==> src/rtl/gpm_pkg.sv <==
`timescale 1ns/1ps
// Shared constants, mode type and default pin-map builders for the pin-mux bank.
// Assumes no more than MAX_PINS pins and a single shared alternate-function byte.
package gpm_pkg;
    localparam int MAX_PINS = 48;

    localparam logic [3:0] GRP_SEL  = 4'd0;
    localparam logic [3:0] GRP_DIR  = 4'd1;
    localparam logic [3:0] GRP_OUT  = 4'd2;
    localparam logic [3:0] GRP_PULL = 4'd3;
    localparam logic [3:0] GRP_IN   = 4'd4;
    localparam logic [7:0] ALT_ADDR = 8'h50;

    typedef enum logic [1:0] {
        MODE_DEF = 2'b00,
        MODE_A   = 2'b01,
        MODE_B   = 2'b10,
        MODE_C   = 2'b11
    } gpm_mode_e;

    // Map nibble per pin: bit 3 = bit in use, bits 2:0 = index in the alt byte.
    function automatic logic [MAX_PINS*4-1:0] dflt_first();
        logic [MAX_PINS*4-1:0] r = '0;
        for (int p = 1; p <= MAX_PINS; p++)
            if ((p - 1) % 4 != 0) r[4*(p-1) +: 4] = {1'b1, 3'((p - 1) % 8)};
        return r;
    endfunction

    function automatic logic [MAX_PINS*4-1:0] dflt_second();
        logic [MAX_PINS*4-1:0] r = '0;
        for (int p = 1; p <= MAX_PINS; p++)
            if ((p - 1) % 4 >= 2) r[4*(p-1) +: 4] = {1'b1, 3'((p + 3) % 8)};
        return r;
    endfunction

    function automatic logic [MAX_PINS*2-1:0] dflt_code_a();
        logic [MAX_PINS*2-1:0] r = '0;
        for (int p = 1; p <= MAX_PINS; p++)
            if ((p - 1) % 4 == 2) r[2*(p-1) +: 2] = 2'd1;
            else if ((p - 1) % 4 == 3) r[2*(p-1) +: 2] = 2'd3;
        return r;
    endfunction

    function automatic logic [MAX_PINS*2-1:0] dflt_code_b();
        logic [MAX_PINS*2-1:0] r = '0;
        for (int p = 1; p <= MAX_PINS; p++)
            if ((p - 1) % 4 == 1) r[2*(p-1) +: 2] = 2'd1;
            else if ((p - 1) % 4 == 2) r[2*(p-1) +: 2] = 2'd2;
        return r;
    endfunction

    // True when no pin claims a second alt bit without a first one.
    function automatic bit map_legal(input logic [MAX_PINS*4-1:0] m1,
                                     input logic [MAX_PINS*4-1:0] m2,
                                     input int n);
        for (int p = 0; p < MAX_PINS; p++)
            if (p < n && m2[4*p+3] && !m1[4*p+3]) return 1'b0;
        return 1'b1;
    endfunction
endpackage

==> src/rtl/gpm_insync.sv <==
`timescale 1ns/1ps
// Two-flop synchroniser for the raw pad inputs.
// Assumes pad levels are asynchronous; output lags the pad by two clocks.
module gpm_insync #(
    parameter int WIDTH = 48
) (
    input  logic             clk,
    input  logic             rst_n,
    input  logic [WIDTH-1:0] d,
    output logic [WIDTH-1:0] q
);
    logic [WIDTH-1:0] meta_q;
    logic [WIDTH-1:0] sync_q;
    logic [1:0]       age_q;

    // Shift pad levels through two stages.
    always_ff @(posedge clk) begin
        if (!rst_n) begin
            meta_q <= '0;
            sync_q <= '0;
        end else begin
            meta_q <= d;
            sync_q <= meta_q;
        end
    end

    // Count edges since reset so the delay check never looks into reset.
    always_ff @(posedge clk) begin
        if (!rst_n)             age_q <= 2'd0;
        else if (age_q != 2'd2) age_q <= age_q + 2'd1;
    end

    assign q = sync_q;


    sync_delay_chk: assert property (@(posedge clk) disable iff (!rst_n)
        (age_q == 2'd2) |-> (sync_q == $past(d, 2)));
endmodule

==> src/rtl/gpm_regfile.sv <==
`timescale 1ns/1ps
// Byte-addressed control registers with a registered read port.
// Assumes NUM_PINS fits in at most 16 bytes per group; unimplemented bits read 0.
module gpm_regfile #(
    parameter int NUM_PINS = 48
) (
    input  logic                clk,
    input  logic                rst_n,
    input  logic                bus_we,
    input  logic [7:0]          bus_addr,
    input  logic [7:0]          bus_wdata,
    input  logic [NUM_PINS-1:0] in_sync,
    output logic [NUM_PINS-1:0] sel_o,
    output logic [NUM_PINS-1:0] dir_o,
    output logic [NUM_PINS-1:0] out_o,
    output logic [NUM_PINS-1:0] pull_o,
    output logic [7:0]          alt_o,
    output logic [7:0]          bus_rdata
);
    import gpm_pkg::*;

    localparam int         NBYTES = (NUM_PINS + 7) / 8;
    localparam int         W      = NBYTES * 8;
    localparam logic [3:0] NB4    = 4'(NBYTES);
    localparam logic [W-1:0] IMPL = {W{1'b1}} >> (W - NUM_PINS);

    logic [W-1:0] sel_q, dir_q, out_q, pull_q, in_pad, src;
    logic [7:0]   alt_q, rd_byte, rdata_q;
    logic [3:0]   grp, idx;
    logic         pin_hit, alt_hit, addr_ok;

    assign grp     = bus_addr[7:4];
    assign idx     = bus_addr[3:0];
    assign pin_hit = (idx < NB4) && (grp <= GRP_IN);
    assign alt_hit = (bus_addr == ALT_ADDR);
    assign addr_ok = pin_hit || alt_hit;
    assign in_pad  = W'(in_sync);

    // Apply host writes to the writable groups and the alt byte.
    always_ff @(posedge clk) begin
        if (!rst_n) begin
            sel_q  <= '0;
            dir_q  <= '0;
            out_q  <= '0;
            pull_q <= '0;
            alt_q  <= '0;
        end else if (bus_we) begin
            for (int b = 0; b < NBYTES; b++) begin
                if (idx == 4'(b)) begin
                    case (grp)
                        GRP_SEL:  sel_q[b*8 +: 8]  <= bus_wdata & IMPL[b*8 +: 8];
                        GRP_DIR:  dir_q[b*8 +: 8]  <= bus_wdata & IMPL[b*8 +: 8];
                        GRP_OUT:  out_q[b*8 +: 8]  <= bus_wdata & IMPL[b*8 +: 8];
                        GRP_PULL: pull_q[b*8 +: 8] <= bus_wdata & IMPL[b*8 +: 8];
                        default:  ;
                    endcase
                end
            end
            if (alt_hit) alt_q <= bus_wdata;
        end
    end

    // Select the addressed byte; unmapped offsets give zero.
    always_comb begin
        case (grp)
            GRP_SEL:  src = sel_q;
            GRP_DIR:  src = dir_q;
            GRP_OUT:  src = out_q;
            GRP_PULL: src = pull_q;
            GRP_IN:   src = in_pad;
            default:  src = '0;
        endcase
        rd_byte = 8'h00;
        if (pin_hit)
            for (int b = 0; b < NBYTES; b++)
                if (idx == 4'(b)) rd_byte = src[b*8 +: 8];
        if (alt_hit) rd_byte = alt_q;
    end

    // Register the read byte.
    always_ff @(posedge clk) begin
        if (!rst_n) rdata_q <= 8'h00;
        else        rdata_q <= rd_byte;
    end

    assign sel_o     = sel_q[NUM_PINS-1:0];
    assign dir_o     = dir_q[NUM_PINS-1:0];
    assign out_o     = out_q[NUM_PINS-1:0];
    assign pull_o    = pull_q[NUM_PINS-1:0];
    assign alt_o     = alt_q;
    assign bus_rdata = rdata_q;


    unmapped_wr_chk: assert property (@(posedge clk) disable iff (!rst_n)
        (bus_we && (!addr_ok || grp == GRP_IN)) |=>
        ($stable(sel_q) && $stable(dir_q) && $stable(out_q) && $stable(pull_q) && $stable(alt_q)));


    unmapped_rd_chk: assert property (@(posedge clk) disable iff (!rst_n)
        !addr_ok |=> (bus_rdata == 8'h00));

    for (genvar b = 0; b < NBYTES; b++) begin : g_dirchk

        dir_wr_chk: assert property (@(posedge clk) disable iff (!rst_n)
            (bus_we && grp == GRP_DIR && idx == 4'(b)) |=>
            (dir_q[b*8 +: 8] == ($past(bus_wdata) & IMPL[b*8 +: 8])));
    end
endmodule

==> src/rtl/gpm_mode_dec.sv <==
`timescale 1ns/1ps
// Per-pin mux mode decoder driven by elaboration-time pin maps.
// Assumes maps are constant; an illegal entry (second bit without first) reports default.
module gpm_mode_dec #(
    parameter int NUM_PINS = 48,
    parameter logic [gpm_pkg::MAX_PINS*4-1:0] FIRST_MAP  = gpm_pkg::dflt_first(),
    parameter logic [gpm_pkg::MAX_PINS*4-1:0] SECOND_MAP = gpm_pkg::dflt_second(),
    parameter logic [gpm_pkg::MAX_PINS*2-1:0] CODE_A_MAP = gpm_pkg::dflt_code_a(),
    parameter logic [gpm_pkg::MAX_PINS*2-1:0] CODE_B_MAP = gpm_pkg::dflt_code_b()
) (
    input  logic                  clk,
    input  logic                  rst_n,
    input  logic [NUM_PINS-1:0]   sel,
    input  logic [7:0]            alt,
    output logic [2*NUM_PINS-1:0] mode_o
);
    import gpm_pkg::*;

    for (genvar i = 0; i < NUM_PINS; i++) begin : g_pin
        localparam logic [3:0] N1 = FIRST_MAP[4*i +: 4];
        localparam logic [3:0] N2 = SECOND_MAP[4*i +: 4];
        localparam logic [1:0] VA = CODE_A_MAP[2*i +: 2];
        localparam logic [1:0] VB = CODE_B_MAP[2*i +: 2];
        gpm_mode_e m;

        if (!N1[3] && !N2[3]) begin : g_plain
            // Select bit alone picks default or alt A.
            assign m = sel[i] ? MODE_A : MODE_DEF;
        end else if (!N1[3]) begin : g_illegal
            // Illegal entry always reports default.
            assign m = MODE_DEF;
        end else begin : g_alt
            logic [1:0] code;
            assign code = {(N2[3] ? alt[N2[2:0]] : 1'b0), alt[N1[2:0]]};
            // Compare the alt code against the pin's A and B values.
            always_comb begin
                if (sel[i])          m = MODE_DEF;
                else if (code == VA) m = MODE_A;
                else if (code == VB) m = MODE_B;
                else                 m = MODE_C;
            end

            sel_default_chk: assert property (@(posedge clk) disable iff (!rst_n)
                sel[i] |-> (mode_o[2*i +: 2] == 2'b00));
        end

        assign mode_o[2*i +: 2] = m;
    end
endmodule

==> src/rtl/gpio_mux_bank.sv <==
`timescale 1ns/1ps
// Top of the GPIO pin-mux register bank: registers, input sync, pad drive, mode decode.
// Assumes NUM_PINS <= MAX_PINS and constant pin maps; cfg_err reflects map legality.
module gpio_mux_bank #(
    parameter int NUM_PINS = 48,
    parameter logic [gpm_pkg::MAX_PINS*4-1:0] FIRST_MAP  = gpm_pkg::dflt_first(),
    parameter logic [gpm_pkg::MAX_PINS*4-1:0] SECOND_MAP = gpm_pkg::dflt_second(),
    parameter logic [gpm_pkg::MAX_PINS*2-1:0] CODE_A_MAP = gpm_pkg::dflt_code_a(),
    parameter logic [gpm_pkg::MAX_PINS*2-1:0] CODE_B_MAP = gpm_pkg::dflt_code_b()
) (
    input  logic                  clk,
    input  logic                  rst_n,
    input  logic                  bus_we,
    input  logic [7:0]            bus_addr,
    input  logic [7:0]            bus_wdata,
    output logic [7:0]            bus_rdata,
    input  logic [NUM_PINS-1:0]   pad_in,
    output logic [NUM_PINS-1:0]   pad_out,
    output logic [NUM_PINS-1:0]   pad_oe,
    output logic [NUM_PINS-1:0]   pad_pd_en,
    output logic [NUM_PINS-1:0]   pin_level,
    output logic [2*NUM_PINS-1:0] pin_mode,
    output logic                  cfg_err
);
    localparam bit MAP_BAD = !gpm_pkg::map_legal(FIRST_MAP, SECOND_MAP, NUM_PINS);

    logic [NUM_PINS-1:0] in_sync, sel, dir, outv, pull;
    logic [7:0]          alt;
    logic                cfg_err_q;

    gpm_insync #(.WIDTH(NUM_PINS)) u_sync (
        .clk   (clk),
        .rst_n (rst_n),
        .d     (pad_in),
        .q     (in_sync)
    );

    gpm_regfile #(.NUM_PINS(NUM_PINS)) u_regs (
        .clk       (clk),
        .rst_n     (rst_n),
        .bus_we    (bus_we),
        .bus_addr  (bus_addr),
        .bus_wdata (bus_wdata),
        .in_sync   (in_sync),
        .sel_o     (sel),
        .dir_o     (dir),
        .out_o     (outv),
        .pull_o    (pull),
        .alt_o     (alt),
        .bus_rdata (bus_rdata)
    );

    gpm_mode_dec #(
        .NUM_PINS   (NUM_PINS),
        .FIRST_MAP  (FIRST_MAP),
        .SECOND_MAP (SECOND_MAP),
        .CODE_A_MAP (CODE_A_MAP),
        .CODE_B_MAP (CODE_B_MAP)
    ) u_dec (
        .clk    (clk),
        .rst_n  (rst_n),
        .sel    (sel),
        .alt    (alt),
        .mode_o (pin_mode)
    );

    assign pad_out   = outv;
    assign pad_oe    = dir;
    assign pad_pd_en = pull;
    assign pin_level = (dir & outv) | (~dir & in_sync);

    // Latch the map-legality error until the next reset.
    always_ff @(posedge clk) begin
        if (!rst_n)       cfg_err_q <= 1'b0;
        else if (MAP_BAD) cfg_err_q <= 1'b1;
    end

    assign cfg_err = cfg_err_q;


    cfg_sticky_chk: assert property (@(posedge clk) disable iff (!rst_n)
        cfg_err |=> cfg_err);
endmodule

==> config.mk <==
export PLATFORM = sky130hd
export DESIGN_NAME = gpio_mux_bank
export DESIGN_NICKNAME = d
export VERILOG_FILES = /design/src/rtl/gpm_pkg.sv /design/src/rtl/gpm_insync.sv /design/src/rtl/gpm_regfile.sv /design/src/rtl/gpm_mode_dec.sv /design/src/rtl/gpio_mux_bank.sv
export SDC_FILE = /design/constraint.sdc
export NUM_CORES = 1
export LEC_CHECK = 0
export BUFFER_PORTS_ARGS = -buffer_cell sky130_fd_sc_hd__buf_4
export CORE_MARGIN = 2
export CORE_UTILIZATION = 50
export CTS_CLUSTER_SIZE = 25
export DETAILED_ROUTE_END_ITERATION = 7
export PLACE_DENSITY = 0.76
export SLEW_MARGIN = 20
export SYNTH_ARGS = -nofsm -noshare
export SYNTH_HDL_FRONTEND = slang
export SYNTH_HIERARCHICAL = 1
export SYNTH_SLANG_ARGS = --single-unit
==> constraint.sdc <==
create_clock -name clk -period 3.42 [get_ports clk]
set_input_delay 0.684 -clock clk [delete_from_list [all_inputs] [get_ports clk]]
set_output_delay 0.684 -clock clk [all_outputs]
set_load 0.05 [all_outputs]
==> flow_summary.ini <==
[outcome]
outcome = completed

[worst_setup_path]
r2r_start = u_regs/out_o[45]$_SDFFE_PN0P_
cp_num_cells = 3
crit_path_max_fanout = 12
reg2reg_depth = 5
cpMostUsedCell = nor2_1
setup.worst_path.class = register to output port
crit_chain = nor2_1 -> nor2_1 -> buf_4
reg2reg_to = u_regs/bus_rdata[5]$_SDFF_PN0_
crit_path_start = u_regs/alt_o[3]$_SDFFE_PN0P_
slowest_delay_ns = 0.69
critPathLaunchType = register
critPathBufInv = 1
regToRegSetupSlack_ns = 1.67
cp_slowest_cell = nor2_1
critical-path-top-delay-family = simple AND/OR/NAND/NOR gates
cp.required_ns = 2.74
worst_setup_path_end_kind = output port
arrival_ns = 2.03
crit_end = pin_mode[78]

[global_route]
first_global_vias = 11220
antenna_found_initial = 2
grt_max_degree = 106
gr-total-overflow = 0
grt_use_total = 0.3517
grt_pass1_wl_microns = 75610

[sta]
fmax_mhz = 367.9
finalCriticalPeriod_ns = 2.718
rsz0062_at_grt = no
relSlewSlack = 0.2783
fin_setup_tns_ns = 0
setup_viol_count_final = 0
clock_skew_ns = 0.02026
fin_crit_sh = 0.7947
worst_pin_slew_ns = 1.074
drv_slew = 0
hold_violations = 0

[drt]
postRouteWirelength_microns = 54250
vias_per_cell = 5.781
drc = 0
dr.first_iter.drc_count = 1268
wl_per_cell_microns = 25.42
via_count = 12340
drtPass1Iterations = 5
ant_nets = 0

[synth]
netlist_top_cells_area = dfxtp_1 43%, mux2i_1 13%, nor2b_1 6.4%, mux2_4 5.1%, and2_1 4.3%
async_reset_ff_frac = 0
syn-instance-count = 1440
yosys_warnings = 6
synth-simple-area-share = 0.2022
syn-mean-instance-area_sq_um = 9.811
yosysTopAreaCellShare = 0.4307
yosysTopAreaCell = dfxtp_1
yosys.area_share.adder = 0
mappedNetlistArea_sq_um = 14130
synth-seq-cells = 304
synthMuxAreaShare = 0.1952
synth-compound-area-share = 0.1165
ys.flop_type = dfxtp_1
synth_top_family_by_area = simple AND/OR/NAND/NOR gates
synth_xor_area_frac = 0
synth-edff-count = 0
ys_seq_area_frac = 0.4307
ys_types = 67

[clock_tree]
htreeDepth = 1
cts_hold_buf = 0
cts_sinks = 304
insertion_delay_ns = 0.57
cts_resized = 0
cts_tree = done
cts-root-buf = clkbuf_16
post-cts-setup-buffers = 0
clock_path_buffers = 3
cts_buffers = 31
clkTransAtPathRegs_ns = 0.06

[finish]
layout_common_cells = 388 x buf_4, 304 x dfxtp_1, 181 x mux2i_1
drive_gt1_frac = 0.3048
nNetsFinal = 1798
utilization = 0.6425
fillerInstances = 2294
syn_to_final_growth_pct = 26.35
final_common_cell = buf_4

[floorplanning]
die_y_microns = 172.1
core_sq_um = 27780
io_pins = 364
start_util = 0.5086
die_w_microns = 172.1
rows = 61
dieArea_sq_um = 29620

[placement]
numPortBuffers = 350
gp_congestion = 0.9540
post-dp-hpwl_microns = 39500

[power]
p_leak_nw = 7.809
ir_drop_uv = 468.3
cellPowerDensity_nw_per_um2 = 423.8

[min_path]
hold_class = input pin to register

[flow_run]
maxCapViolCount = 0
## synth_stat cells (5+ instances only)
master,number
dfxtp_1,304
mux2i_1,181
nor2b_1,144
nand2_1,104
and2_1,98
a21boi_0,73
nor2_1,69
nand3_1,62
clkbuf_1,57
mux2_4,48
buf_2,47
buf_4,29
a22oi_1,23
o21ai_0,23
mux2_2,20
a31oi_1,11
a32oi_1,10
o211ai_1,10
a21oi_1,9
buf_6,8
o22ai_1,8
a211o_1,7
a221oi_1,6
nand4_1,6
a221o_1,5
a2bb2oi_1,5
## kinds of logic (layout without fill, tap and decap cells)
kind of cell    count (synthesis)  count (layout)
other cells                     2              14
buf+inv                       146             450
simple gates                  517             517
flops                         304             304
mux                           249             249
compound gates                222             222
## metrics by stage
| step | setup WS [ns] | hold slack [ns] | total power [mW] | instances | cell area [sq um] |
|---|---|---|---|---|---|
| CTS | 0.7080 | 0.2966 | 7.580 | 2133 | 17850 |
| detailed placement | 0.6694 | 0.4169 | 4.364 | 2076 | 16870 |
| finish | 0.7021 | 0.3110 | 7.564 | 2134 | 17850 |
| global placement | 0.7191 | 0.4141 | 4.361 | 2076 | 16870 |
| floorplan | 1.135 | 0.4119 | 4.144 | 1451 | 14170 |
| global route | 0.7073 | 0.3093 | 7.769 | 2133 | 17850 |
## worst reg2reg max path: cells and delay by family (launching register included)
kind / cells / cell delay (ns)
muxes: 1 / 0.24
DFF: 1 / 0.52
AOI/OAI and AO/OA: 3 / 0.48
and+or+nand+nor: 1 / 0.46
## cell type report
type                       instances  area (sq um)  area share
clock inverter                    19         147.6    0.008271
antenna                            1         2.502   0.0001402
tap                              378         473.0     0.02649
multi-input combinational       1001          7338      0.4111
clock buffer                      38         832.0     0.04661
sequential                       304          6086      0.3409
timing repair buffer             391          2964      0.1660
inverter                           2         7.507   0.0004206
## state kept, by name, indices dropped and copies added (netlist names)
signal            cells
u_regs/alt_o          8
u_regs/dir_o         48
u_sync/meta_q        48
u_regs/out_o         48
u_regs/sel_o         48
u_regs/pull_o        48
u_sync/q             48
u_regs/bus_rdata      8
## report_power, final
part / leakage (nW) / switching [mW] / internal, mW / total (mW)
logic: 4.85 / 0.423 / 0.240 / 0.663
clock network: 0.487 / 1.45 / 1.81 / 3.26
registers: 2.47 / 0.0408 / 3.60 / 3.64
total: 7.81 / 1.92 / 5.65 / 7.56
## routing by layer
layer	wire, microns	vias to the layer above	GRT usage
met3	5780	94	0.09064
met2	23720	727	0.5402
met4	1295	2	0.09207
met1	23440	5966	0.4917
met5	13	-	0
li1	-	5547	-
## worst min path at each step
stage | from | end | cells past startpoint
floorplan | u_sync/meta_q[0]$_SDFF_PN0_ | u_sync/q[0]$_SDFF_PN0_ | 1
global placement | u_sync/meta_q[35]$_SDFF_PN0_ | u_sync/q[35]$_SDFF_PN0_ | 1
detailed placement | u_sync/meta_q[4]$_SDFF_PN0_ | u_sync/q[4]$_SDFF_PN0_ | 1
CTS | pad_in[26] | u_sync/meta_q[26]$_SDFF_PN0_ | 2
global route | pad_in[46] | u_sync/meta_q[46]$_SDFF_PN0_ | 2
finish | pad_in[26] | u_sync/meta_q[26]$_SDFF_PN0_ | 2
No activity file was read; power rests on OpenSTA's default activity.
